--- config.mk ---
export PLATFORM = sky130hd
export DESIGN_NAME = spi_fifo_dma
export DESIGN_NICKNAME = d
export VERILOG_FILES = /design/src/rtl/spi_fifo_pkg.sv /design/src/rtl/spi_fifo_core.sv /design/src/rtl/spi_dma_req.sv /design/src/rtl/spi_fifo_dma.sv
export SDC_FILE = /design/constraint.sdc
export NUM_CORES = 1
export LEC_CHECK = 0
export ABC_CLOCK_PERIOD_IN_PS = 4700
export CORE_UTILIZATION = 45
export CTS_CLUSTER_SIZE = 16
export DETAILED_ROUTE_END_ITERATION = 6
export GPL_TIMING_DRIVEN = 0
export HOLD_SLACK_MARGIN = 0.06
export PLACE_DENSITY_LB_ADDON = 0.2
export SLEW_MARGIN = 0
export SYNTH_ARGS = -nofsm -noshare
export SYNTH_HDL_FRONTEND = slang
export SYNTH_SLANG_ARGS = --single-unit
--- constraint.sdc ---
create_clock -name clk -period 4.7 [get_ports clk]
set_clock_uncertainty 0.1 [all_clocks]
set_input_delay 0.94 -clock clk [delete_from_list [all_inputs] [get_ports clk]]
set_output_delay 0.94 -clock clk [all_outputs]
set_load 0.01 [all_outputs]
--- src/rtl/spi_fifo_pkg.sv ---
package spi_fifo_pkg;
  localparam int unsigned BYTE_W = 8;

  typedef enum logic {
    DMA_SINGLE = 1'b0,
    DMA_MULTI  = 1'b1
  } dma_mode_e;
endpackage

--- src/rtl/spi_fifo_core.sv ---
module spi_fifo_core #(
  parameter int unsigned DW    = 8,
  parameter int unsigned DEPTH = 64
) (
  input  logic                        clk,
  input  logic                        rst,
  input  logic                        push,
  input  logic [DW-1:0]               wdata,
  input  logic                        pop,
  output logic [DW-1:0]               rdata,
  output logic                        rvalid,
  output logic [$clog2(DEPTH):0]      count,
  output logic                        full,
  output logic                        empty
);
  localparam int unsigned AW = $clog2(DEPTH);
  localparam int unsigned CW = AW + 1;
  localparam logic [CW-1:0] DEPTH_C = CW'(DEPTH);

  logic [DW-1:0] mem [DEPTH];
  logic [AW-1:0] wp, rp;
  logic          pop_ok, push_ok;

  assign full    = (count == DEPTH_C);
  assign empty   = (count == '0);
  assign pop_ok  = pop && !empty;
  assign push_ok = push && (!full || pop_ok);

  // storage without reset so that block RAM can be inferred
  always_ff @(posedge clk) begin
    if (push_ok) mem[wp] <= wdata;
    if (pop_ok)  rdata   <= mem[rp];
  end

  always_ff @(posedge clk) begin
    if (rst) begin
      wp     <= '0;
      rp     <= '0;
      count  <= '0;
      rvalid <= 1'b0;
    end else begin
      rvalid <= pop_ok;
      if (push_ok) wp <= wp + 1'b1;
      if (pop_ok)  rp <= rp + 1'b1;
      case ({push_ok, pop_ok})
        2'b10:   count <= count + 1'b1;
        2'b01:   count <= count - 1'b1;
        default: count <= count;
      endcase
    end
  end

  AST_COUNT_RANGE: assert property (@(posedge clk) disable iff (rst)
    count <= DEPTH_C);
  AST_FULL_BLOCK: assert property (@(posedge clk) disable iff (rst)
    full && push && !pop |=> $stable(count));
  AST_FULL_SWAP: assert property (@(posedge clk) disable iff (rst)
    full && push && pop |=> full);
  AST_EMPTY_POP: assert property (@(posedge clk) disable iff (rst)
    empty && pop && !push |=> (count == '0) && !rvalid);
endmodule

--- src/rtl/spi_dma_req.sv ---
module spi_dma_req #(
  parameter int unsigned CW = 7
) (
  input  logic          clk,
  input  logic          rst,
  input  logic          multi,
  input  logic [CW-1:0] avail,
  input  logic [CW-1:0] trig,
  input  logic          clr,
  output logic          req
);
  import spi_fifo_pkg::*;

  dma_mode_e mode;
  logic      cond;
  logic      hold;

  assign mode = dma_mode_e'(multi);
  assign cond = (mode == DMA_MULTI) ? (avail >= trig) : (avail != '0);

  always_ff @(posedge clk) begin
    if (rst) begin
      req  <= 1'b0;
      hold <= 1'b0;
    end else begin
      hold <= clr;
      req  <= cond && !clr && !hold;
    end
  end

  AST_CLR_DROP: assert property (@(posedge clk) disable iff (rst)
    clr |=> !req);
  AST_CLR_GAP: assert property (@(posedge clk) disable iff (rst)
    $past(clr) |=> !req);
endmodule

--- src/rtl/spi_fifo_dma.sv ---
module spi_fifo_dma #(
  parameter int unsigned DEPTH = 64
) (
  input  logic                        clk,
  input  logic                        rst,
  input  logic                        cpu_wr_en,
  input  logic [7:0]                  cpu_wr_data,
  output logic [$clog2(DEPTH):0]      tx_level,
  input  logic                        cpu_rd_en,
  output logic [7:0]                  cpu_rd_data,
  output logic                        cpu_rd_valid,
  output logic [$clog2(DEPTH):0]      rx_level,
  input  logic                        sh_load,
  output logic [7:0]                  sh_tx_data,
  output logic                        sh_tx_valid,
  input  logic                        sh_cap,
  input  logic [7:0]                  sh_cap_data,
  input  logic [$clog2(DEPTH):0]      trig_level,
  input  logic                        irq_en,
  input  logic                        dma_multi,
  input  logic                        ovr_clr,
  output logic                        ovr_flag,
  output logic                        irq,
  output logic                        tx_dma_req,
  input  logic                        tx_dma_clr,
  output logic                        rx_dma_req,
  input  logic                        rx_dma_clr
);
  import spi_fifo_pkg::*;

  localparam int unsigned CW = $clog2(DEPTH) + 1;
  localparam logic [CW-1:0] DEPTH_C = CW'(DEPTH);

  logic          tx_full, tx_empty, rx_full, rx_empty;
  logic [CW-1:0] tx_free;
  logic          ovr_evt;

  spi_fifo_core #(.DW(BYTE_W), .DEPTH(DEPTH)) u_tx (
    .clk(clk), .rst(rst),
    .push(cpu_wr_en), .wdata(cpu_wr_data),
    .pop(sh_load), .rdata(sh_tx_data), .rvalid(sh_tx_valid),
    .count(tx_level), .full(tx_full), .empty(tx_empty)
  );

  spi_fifo_core #(.DW(BYTE_W), .DEPTH(DEPTH)) u_rx (
    .clk(clk), .rst(rst),
    .push(sh_cap), .wdata(sh_cap_data),
    .pop(cpu_rd_en), .rdata(cpu_rd_data), .rvalid(cpu_rd_valid),
    .count(rx_level), .full(rx_full), .empty(rx_empty)
  );

  assign tx_free = DEPTH_C - tx_level;
  assign ovr_evt = sh_cap && rx_full && !cpu_rd_en;

  always_ff @(posedge clk) begin
    if (rst) begin
      ovr_flag <= 1'b0;
      irq      <= 1'b0;
    end else begin
      if (ovr_evt)      ovr_flag <= 1'b1;
      else if (ovr_clr) ovr_flag <= 1'b0;
      irq <= irq_en && (rx_level >= trig_level);
    end
  end

  spi_dma_req #(.CW(CW)) u_tx_req (
    .clk(clk), .rst(rst), .multi(dma_multi),
    .avail(tx_free), .trig(trig_level), .clr(tx_dma_clr), .req(tx_dma_req)
  );

  spi_dma_req #(.CW(CW)) u_rx_req (
    .clk(clk), .rst(rst), .multi(dma_multi),
    .avail(rx_level), .trig(trig_level), .clr(rx_dma_clr), .req(rx_dma_req)
  );

  AST_OVR_SET: assert property (@(posedge clk) disable iff (rst)
    sh_cap && rx_full && !cpu_rd_en |=> ovr_flag);
  AST_OVR_STICKY: assert property (@(posedge clk) disable iff (rst)
    ovr_flag && !ovr_clr |=> ovr_flag);
  AST_IRQ_OFF: assert property (@(posedge clk) disable iff (rst)
    !irq_en |=> !irq);
  AST_NO_EMPTY_FULL: assert property (@(posedge clk) disable iff (rst)
    !(tx_full && tx_empty) && !(rx_full && rx_empty));
endmodule

# Yosys cells after proc, flatten, opt, wreduce, memory -nomap -nowiden
# Memory sizes are Yosys's and may differ from the RTL's. A register that Yosys moved wholly into a read port is not among the register bits.
# Cells that the tools add are included.
[word_totals] ff_bits=46 ram_bits=1024 in_bits=34 output_inout_bits=36 word_cells=72 mem_count=2
[classes] addsub=9 n_lt_le_gt_ge=2 n_eq_ne=6 n_mux=10 n_reduce_logical=29
[memory_table] memory="u_rx.mem" depth=64 word_bits=8 read_ports=1 rd_clocked_by_memory_dff=1 write_ports=1 line="spi_fifo_core.sv:20" text="logic [DW-1:0] mem [DEPTH];"
[memory_table] memory="u_tx.mem" depth=64 word_bits=8 read_ports=1 rd_clocked_by_memory_dff=1 write_ports=1 line="spi_fifo_core.sv:20"
[op_table] cell="7-bit one-hot mux with 2 select lines" count=2
[op_table] cell="6-bit by 1-bit adder with 6-bit output (second input constant)" count=4
[op_table] cell="7-bit by 1-bit adder with 7-bit output (second input constant)" count=2
[op_table] cell="7-bit == test (second input constant)" count=2
[op_table] cell="7-bit greater-or-equal comparator" count=2
[op_table] cell="7-bit zero test" count=2
[op_table] cell="7-bit nonzero test" count=2
[op_table] cell="7-bit by 1-bit subtractor with 7-bit output (second input constant)" count=2
[op_table] cell="1-bit logical AND" count=11
[op_table] cell="1-bit zero test" count=9
[op_table] cell="1-bit 2-to-1 mux" count=8
[op_table] cell="7-bit subtractor (first input constant)" count=1
[op_table] cell="2-bit nonzero test" count=3
[op_table] cell="2-bit by 1-bit == test with 1-bit output (second input constant)" count=2
[op_table] cell="2-bit == test (second input constant)" count=2
[op_table] cell="1-bit logical OR" count=2

# Logic depth before layout (Yosys ltp)
# Gate-level depths: netlist (run 1).
[logic_depth] ltp_word=7 depth_mapped=16 ltp_nobuf=15

# Modules after synthesis
# Synthesis (run 1) repeated with hierarchy kept, for this count alone.
[hier_totals] hier_cells=2301 hier_area_um2=43332.8
[modules_own_cells] module="spi_fifo_core at u_tx" n_inst=1 cells_per_inst=1099 area_each_um2=21256.6 seq_area_each_um2=16015.4
[modules_own_cells] module="spi_fifo_core at u_rx" n_inst=1 cells_per_inst=1099 area_each_um2=21254.1 seq_area_each_um2=16015.4
[modules_own_cells] module="spi_dma_req" n_inst=2 cells_per_inst=30 area_each_um2=244.0 seq_area_each_um2=40.0
[modules_own_cells] module="spi_fifo_dma" n_inst=1 cells_per_inst=43 area_each_um2=334.1 seq_area_each_um2=40.0

# Worst setup path after synthesis (run 1)
# No wires, ideal clock.
[synth_timing] path_type="reg2reg" from="register u_tx.count[0]" to="register u_tx.count[6]" setup_time_ps=132 t_arrival_ps=3678 required_ps=4468 slack_ps=790 stages_incl_launch_ff=17 path_buffers=1 synth_period_minus_slack_ps=3910 path_cell_list="dfxtp_1 -> inv_1 -> ha_1 -> or3b_4 -> or3_1 -> buf_6 -> o21ai_4 -> clkinv_1 -> nand2_1 -> inv_1 -> ha_1 -> nor2b_1 -> o31a_1 -> o21ai_0 -> nand4_1 -> a31oi_1 -> a21oi_1"
[synth_between] elab_chain_cells=7 word_cells_on_any_way=13 classes_between="add/sub: 2; eq/ne: 3; mux: 1; reduce/logical: 7"
[synth_lines] element="start, declared" line="spi_fifo_core.sv:12" text="output logic [$clog2(DEPTH):0] count,"
[synth_lines] element="start signal, assigned" line="spi_fifo_core.sv:46" text="2'b10: count <= count + 1'b1;"
[synth_lines] element="start signal, assigned" line="spi_fifo_core.sv:47" text="2'b01: count <= count - 1'b1;"
[synth_lines] element="start signal, assigned" line="spi_fifo_core.sv:48" text="default: count <= count;"
[synth_lines] element="7-bit zero test *" line="spi_fifo_core.sv:25" text="assign empty = (count == '0);"
[synth_lines] element="1-bit zero test *" line="spi_fifo_core.sv:26" text="assign pop_ok = pop && !empty;"
[synth_lines] element="1-bit logical AND *" line="spi_fifo_core.sv:26"
[synth_lines] element="via u_tx.pop_ok" line="spi_fifo_core.sv:22" text="logic pop_ok, push_ok;"
[synth_lines] element="1-bit logical OR" line="spi_fifo_core.sv:27" text="assign push_ok = push && (!full || pop_ok);"
[synth_lines] element="1-bit logical AND" line="spi_fifo_core.sv:27"
[synth_lines] element="2-bit by 1-bit == test with 1-bit output / 2-bit == test (equally long branches)" line="spi_fifo_core.sv:45" text="case ({push_ok, pop_ok})"
[synth_lines] element="7-bit one-hot mux with 2 select lines / 2-bit nonzero test (equally long branches)"
# The timed path passes the listed nets; every way through them passes the cells marked *.
# A chain may end at the register's enable or synchronous reset.

==> results of run 1 <==
## power by group through the flow
stage          clock [W]  sequential (W)  combinational (W)
6_report         0.00843          0.0110            0.00491
5_1_grt          0.00893          0.0110            0.00522
4_1_cts          0.00858          0.0110            0.00494
3_5_place_dp           0          0.0112            0.00491
3_3_place_gp           0          0.0112            0.00482
2_1_floorplan          0          0.0112            0.00308
## through the flow
stage / total power (W) / utilization [%] / instance area (um^2) / TNS (ns)
after global routing: 0.0252 / 52.1 / 48900 / 0
final: 0.0243 / 52.1 / 48900 / 0
after detailed placement: 0.0161 / 48.4 / 45400 / -1.96
after global placement: 0.0160 / 48.1 / 45100 / -0.771
after floorplan: 0.0143 / - / 42900 / 0
after CTS: 0.0245 / 52.1 / 48900 / 0
## critical path, cell delays in order, from the launching register on
cell and delay [ns]:
dfxtp_1 0.42, buf_2 0.39, clkbuf_1 0.81, mux4_2 0.47, mux2i_1 0.26, nor2_1 0.07
a2111oi_0 1.21, nor3_1 0.23
## metal layers
metal,up-vias,wire length (um)
met5,-,0
met4,0,3530
met3,187,8890
met2,988,52500
met1,11600,43700
li1,9460,-
## registers in the layout, summed over array words and instances, names as in the netlist, 6 cells and up
name,count
u_rx.wp,6
u_tx.mem,512
u_rx.count,7
u_tx.wp,6
u_tx.rp,6
u_rx.rp,6
u_rx.rdata,8
u_rx.mem,512
u_tx.rdata,8
u_tx.count,7
## layout by cell type, fill, tap and decap left out, types with 30 or more instances in the layout
master	Yosys	layout
edfxtp_1	1040	1040
nor2_1	189	189
clkbuf_1	53	78
a211oi_1	30	30
a21oi_1	30	30
buf_2	28	44
dfxtp_1	46	46
mux2i_1	123	123
clkdlybuf4s50_1	0	53
o22ai_1	48	48
nand2_1	51	51
mux4_2	214	214
clkbuf_16	0	111
## cells by family (layout without fill, tap and decap cells)
| kind of cell | count (synthesis) | count (layout) | share of synthesized area (%) |
|---|---|---|---|
| other | 0 | 1 | 0 |
| DFF | 1086 | 1086 | 75.0 |
| adders and majority gates | 28 | 28 | 0.835 |
| xor gates and xnor gates | 33 | 33 | 0.692 |
| AOI/OAI and AO/OA | 237 | 237 | 3.89 |
| muxes | 345 | 345 | 14.3 |
| and+or+nand+nor | 351 | 351 | 3.75 |
| buffers and inverters | 143 | 430 | 1.50 |
## repair_timing
action / 4_1_cts / 5_1_grt
endpoints found under the setup margin: 4 / 3
gates resized for setup: 3 / 2
setup buffers: 1 / 0
## cell type report
class	count	area share, %
Buffer	121	1.15
Multi-Input combinational cell	994	20.6
Antenna cell	1	0.00512
Timing Repair Buffer	86	1.98
Tap cell	1254	3.21
Sequential cell	1086	65.8
Inverter	22	0.182
Clock buffer	139	5.96
Clock inverter	62	1.12
## worst max-delay path by stage
stage,from,endpoint,slack (ns),cells past startpoint
after floorplan,u_tx.count[0],u_tx.count[6],0.79,16
after CTS,u_rx.count[1],u_rx.count[4],0.13,15
after detailed placement,u_rx.count[1],u_rx.count[4],-0.57,15
final,u_tx.rp[1],u_tx.rdata[0],0.36,7
after global routing,u_rx.count[1],u_rx.count[4],0.13,15
after global placement,u_rx.count[1],u_rx.count[4],-0.43,15
==> metrics, run 1 <==
RSZ-0062 raised after global routing=no; flop-to-flop setup slack=between 0.3 and 0.4 ns; Max-slew headroom=-1.41%; CTS tree=yes; register area share after synthesis=about 75%; Area Growth Syn to Fin=14.0%; Final Critical Period=about 4.3 ns; final worst-path setup slack=roughly 0.36 ns; Fill cells=7457; post-DP HPWL=slightly above 70000 um; ys async rst share=0%; number of max-cap violations=3; clk slew on worst S/H paths=0.06 ns; grt total ovfl=0; Clk Latency, worst-skew pair=around 0.69 ns; Seq. cell area=around 32000 um^2; Synth Cell Area=approximately 43000 um^2; Worst Max-Slew Pin Slew=between 1 and 1.5 ns; Die Height=roughly 310 um; clk root buf=clkbuf_16; die width=approximately 310 um; Syn Nets=2285; Comb power frac=20.2%; worst r2r path cells=7; Flop pwr share=between 40 and 50%; via count=~22000; Reg-to-Reg End=u_tx.rdata[0]; total track usage=22.5%; Power Density=498 nW/um^2; busiest layer in global routing=met2; startpoint types=register; clock network power share=between 30 and 40%; fin cells=roughly 3800; gpl congestion=just over 0.9; Post-layout nets=about 2500; CTS sink count=around 1100; IR drop worst, VDD=about 0.00042 V; I/O Pins=70; drc violations=0; min-delay src=ovr_flag; HP Class=reg -> reg; Fmax=0.230 GHz; Req. time, crit path=~5 ns; max-slew violations=1; Synth Flop Type=edfxtp_1; met1 Usage GRT=30.7%; initial antenna violation count=1; CTS buffer count=110; Routed WL=between 100000 and 150000 um; GR Util met2=approximately 36%; kind of critical path=reg -> reg; Row Count=about 110; crit end category=register; Yosys warning count=0; layout cells sized above 1=between 10% and 20%; failing checks=capacitance limit, slew limit; vias in the first global route=between 20000 and 25000; Synth top area share=72.9%; Die ar.=about 97000 um^2; initial DRC count=2326; outcome=complete, but fails checks; H-tree levels=3; Hold Slack=around 0.38 ns; Internal=0.0178 W; hold buffers post-CTS=0; first-pass GRT wire length=around 160000 um; Clock Tree Buf Depth=3; Distinct cells, synth=67; switch share=26.7%; pre-CTS setup slack=-0.572 ns; FF-to-FF Start=u_tx.rp[1]; Avg Inst Size Synth=19.3 um^2; Initial Utilization=45.7%; CP arrival=around 4.6 ns; Crit Path Max Fanout=10; endpoints failing hold=0; hold depth=2; vias per cell=just under 6; post-synth top area cell=edfxtp_1; hold endpoint=ovr_flag; area of the multi-input gates=just over 10000 um^2; top post-synthesis cells by area=edfxtp_1, mux4_2, mux2i_1; final period utilization=between 90% and 100%; Synth Instances=around 2200; largest net degree at the start of global routing=between 60 and 70; count leader, synth=edfxtp_1; post-route ant nets=0; core area=~94000 um^2; drt wl/cell=roughly 29 um; DRT Pass-1 Iters=5; met3 usage=about 4.3%; Psw=between 0.006 and 0.007 W; final setup fails=0; Placed Cells=3562; Static Leak=15.0 nW; post-synthesis register bit count=around 1100; Post-synth top cells=edfxtp_1, mux4_2, nor2_1, mux2i_1, clkbuf_1; port bufs=69; Post-synth EDFFs=approximately 1000
Power figures use the tool's default switching activity.
==> run 2: changes to the inputs <==
- CORE_UTILIZATION: 45 -> 35
- REMOVE_ABC_BUFFERS: unset -> 1
==> metrics, run 2 (synthesis results as in run 1) <==
outcome=finished clean (was complete, but fails checks); H-tree levels=3 (unchanged); final setup fails=0 (unchanged); Initial Utilization=35.3% (was 45.7%); fin cells=4037 (was 3765); crit end category=register (unchanged); commonest non-fill, non-tap cell in the layout=edfxtp_1 (unchanged); DRT Pass-1 Iters=5 (unchanged); Crit path max-delay family=simple AND/OR/NAND/NOR gates (was compound AO/OA/AOI/OAI gates); CTS sink count=1086 (unchanged); first-pass GRT wire length=149000 um (was 157000 um); port bufs=69 (unchanged); pre-CTS setup slack=-0.591 ns (was -0.572 ns); core area=122000 um^2 (was 93900 um^2); number of max-cap violations=0 (was 3); max-slew violations=0 (was 1); drc violations=0 (unchanged); Max-slew headroom=8.12% (was -1.41%); Fill cells=10800 (was 7457); die width=352 um (was 311 um); vias per cell=5.22 (was 5.91); largest net degree at the start of global routing=53 (was 65); Clk Latency, worst-skew pair=0.70 ns (was 0.69 ns); Row Count=128 (was 112); CP Buf/Inv Count=0 (was 2); Die ar.=124000 um^2 (was 96500 um^2); post-DP HPWL=64400 um (was 72600 um); CTS buffer count=111 (was 110); Placed Cells=3826 (was 3562); Hold Slack=0.378 ns (was 0.379 ns); crit path max-delay cell type=dfxtp_1 (was a2111oi_0); Crit Path Max Fanout=25 (was 10); startpoint types=register (unchanged); drt wl/cell=25.2 um (was 28.9 um); antenna diode count=0 (was 1); HP Class=reg -> reg (unchanged); Fmax=0.229 GHz (was 0.230 GHz); final period utilization=92.9% (was 92.3%); GR Util met2=27.7% (was 36.5%); worst path cell trace=nor2b_1 -> nand2b_1 -> o221ai_1 -> a211oi_1 -> a211oi_1 -> a221o_1 (was buf_2 -> clkbuf_1 -> mux4_2 -> mux2i_1 -> nor2_1 -> a2111oi_0 -> nor3_1); vias in the first global route=21900 (was 22500); layout cells sized above 1=18.9% (was 19.0%); met1 Usage GRT=21.5% (was 30.7%); via count=21100 (was 22200); Largest regs=u_rx.mem: 512 flops, u_tx.mem: 512 flops (unchanged); Clock Tree Buf Depth=3 (unchanged); hold buffers post-CTS=0 (unchanged); Worst Max-Slew Pin Slew=1.38 ns (was 1.48 ns); gpl congestion=0.763 (was 0.905); Power Density=490 nW/um^2 (was 498 nW/um^2); commonest non-fill, non-tap cells in the layout=edfxtp_1, mux4_2, nor2_1 (unchanged); total track usage=16.3% (was 22.5%); Routed WL=102000 um (was 109000 um); initial antenna violation count=1 (unchanged); final worst-path setup slack=0.333 ns (was 0.360 ns); kind of critical path=reg -> reg (unchanged); clk slew on worst S/H paths=0.06 ns (about the same); Req. time, crit path=5.14 ns (was 4.93 ns); RSZ-0062 raised after global routing=no (unchanged); Die Height=352 um (was 311 um); Final Critical Period=4.37 ns (was 4.34 ns); post-route ant nets=0 (unchanged); initial DRC count=1781 (was 2326); met3 usage=2.34% (was 4.32%); Static Leak=14.8 nW (was 15.0 nW); grt total ovfl=0 (unchanged); IR drop worst, VDD=0.000380 V (was 0.000419 V); busiest layer in global routing=met2 (unchanged); endpoints failing hold=0 (unchanged); Area Growth Syn to Fin=14.6% (was 14.0%); Post-layout nets=2378 (was 2483); final setup TNS=0 ns (unchanged); Top cell by count, worst path=a211oi_1; crit-path max cell delay=1.15 ns (was 1.21 ns); CTS tree=yes (unchanged); clk root buf=clkbuf_16 (unchanged); CP arrival=4.81 ns (was 4.57 ns); I/O Pins=70 (unchanged); total power=0.0241 W (was 0.0243 W)
-- run 2: per-stage QoR --
step / utilization, % / instance area (um^2)
finish: 40.4 / 49100
global route: 40.4 / 49100
global placement: 37.0 / 45000
floorplan: - / 42300
detailed placement: 37.5 / 45600
CTS: 40.4 / 49100
-- run 2: layer usage --
layer	wire [um]	part of all wire, %	vias to the layer above
met5	11	0.011	-
met4	2670	2.6	2
met3	4510	4.4	156
met2	51300	51	534
met1	43000	42	11100
li1	-	-	9282
-- run 2: worst paths after layout --
kind / from / to / slack [ns] / depth (start not counted)
worst min register to register: ovr_flag / ovr_flag / 0.38 / 2
worst max register to register: u_rx.rp[3] / u_rx.rdata[0] / 0.33 / 6
worst max-delay path: u_rx.rp[3] / u_rx.rdata[0] / 0.33 / 6
worst min-delay path: ovr_flag / ovr_flag / 0.38 / 2
-- run 2: tightest hold or removal path, stage by stage, from the launching register on --
cell and delay [ns]:
dfxtp_1 0.31, nand2b_1 0.06, a21oi_1 0.06
-- run 2: area by class of cell --
| class | instances | area (um^2) | share of cell area (%) |
|---|---|---|---|
| multi-input cells | 994 | 10100 | 20.5 |
| inverters | 22 | 87.6 | 0.178 |
| repair buffers | 101 | 1290 | 2.62 |
| well taps | 1625 | 2030 | 4.14 |
| clock buffers | 141 | 2960 | 6.03 |
| flip-flops and latches | 1086 | 32200 | 65.5 |
| clock inverters | 68 | 513 | 1.04 |
-- run 2: power by group --
group          internal, W  total [W]  switching (W)
combinational      0.00217    0.00444        0.00227
sequential          0.0108     0.0112       0.000353
clock              0.00474    0.00842        0.00369
-- run 2: repair_timing --
item | in CTS | in global routing
setup buffers | 1 | 0
gates resized for setup | 3 | 2
hold endpoints to repair | 0 | 0
setup endpoints to repair | 5 | 2
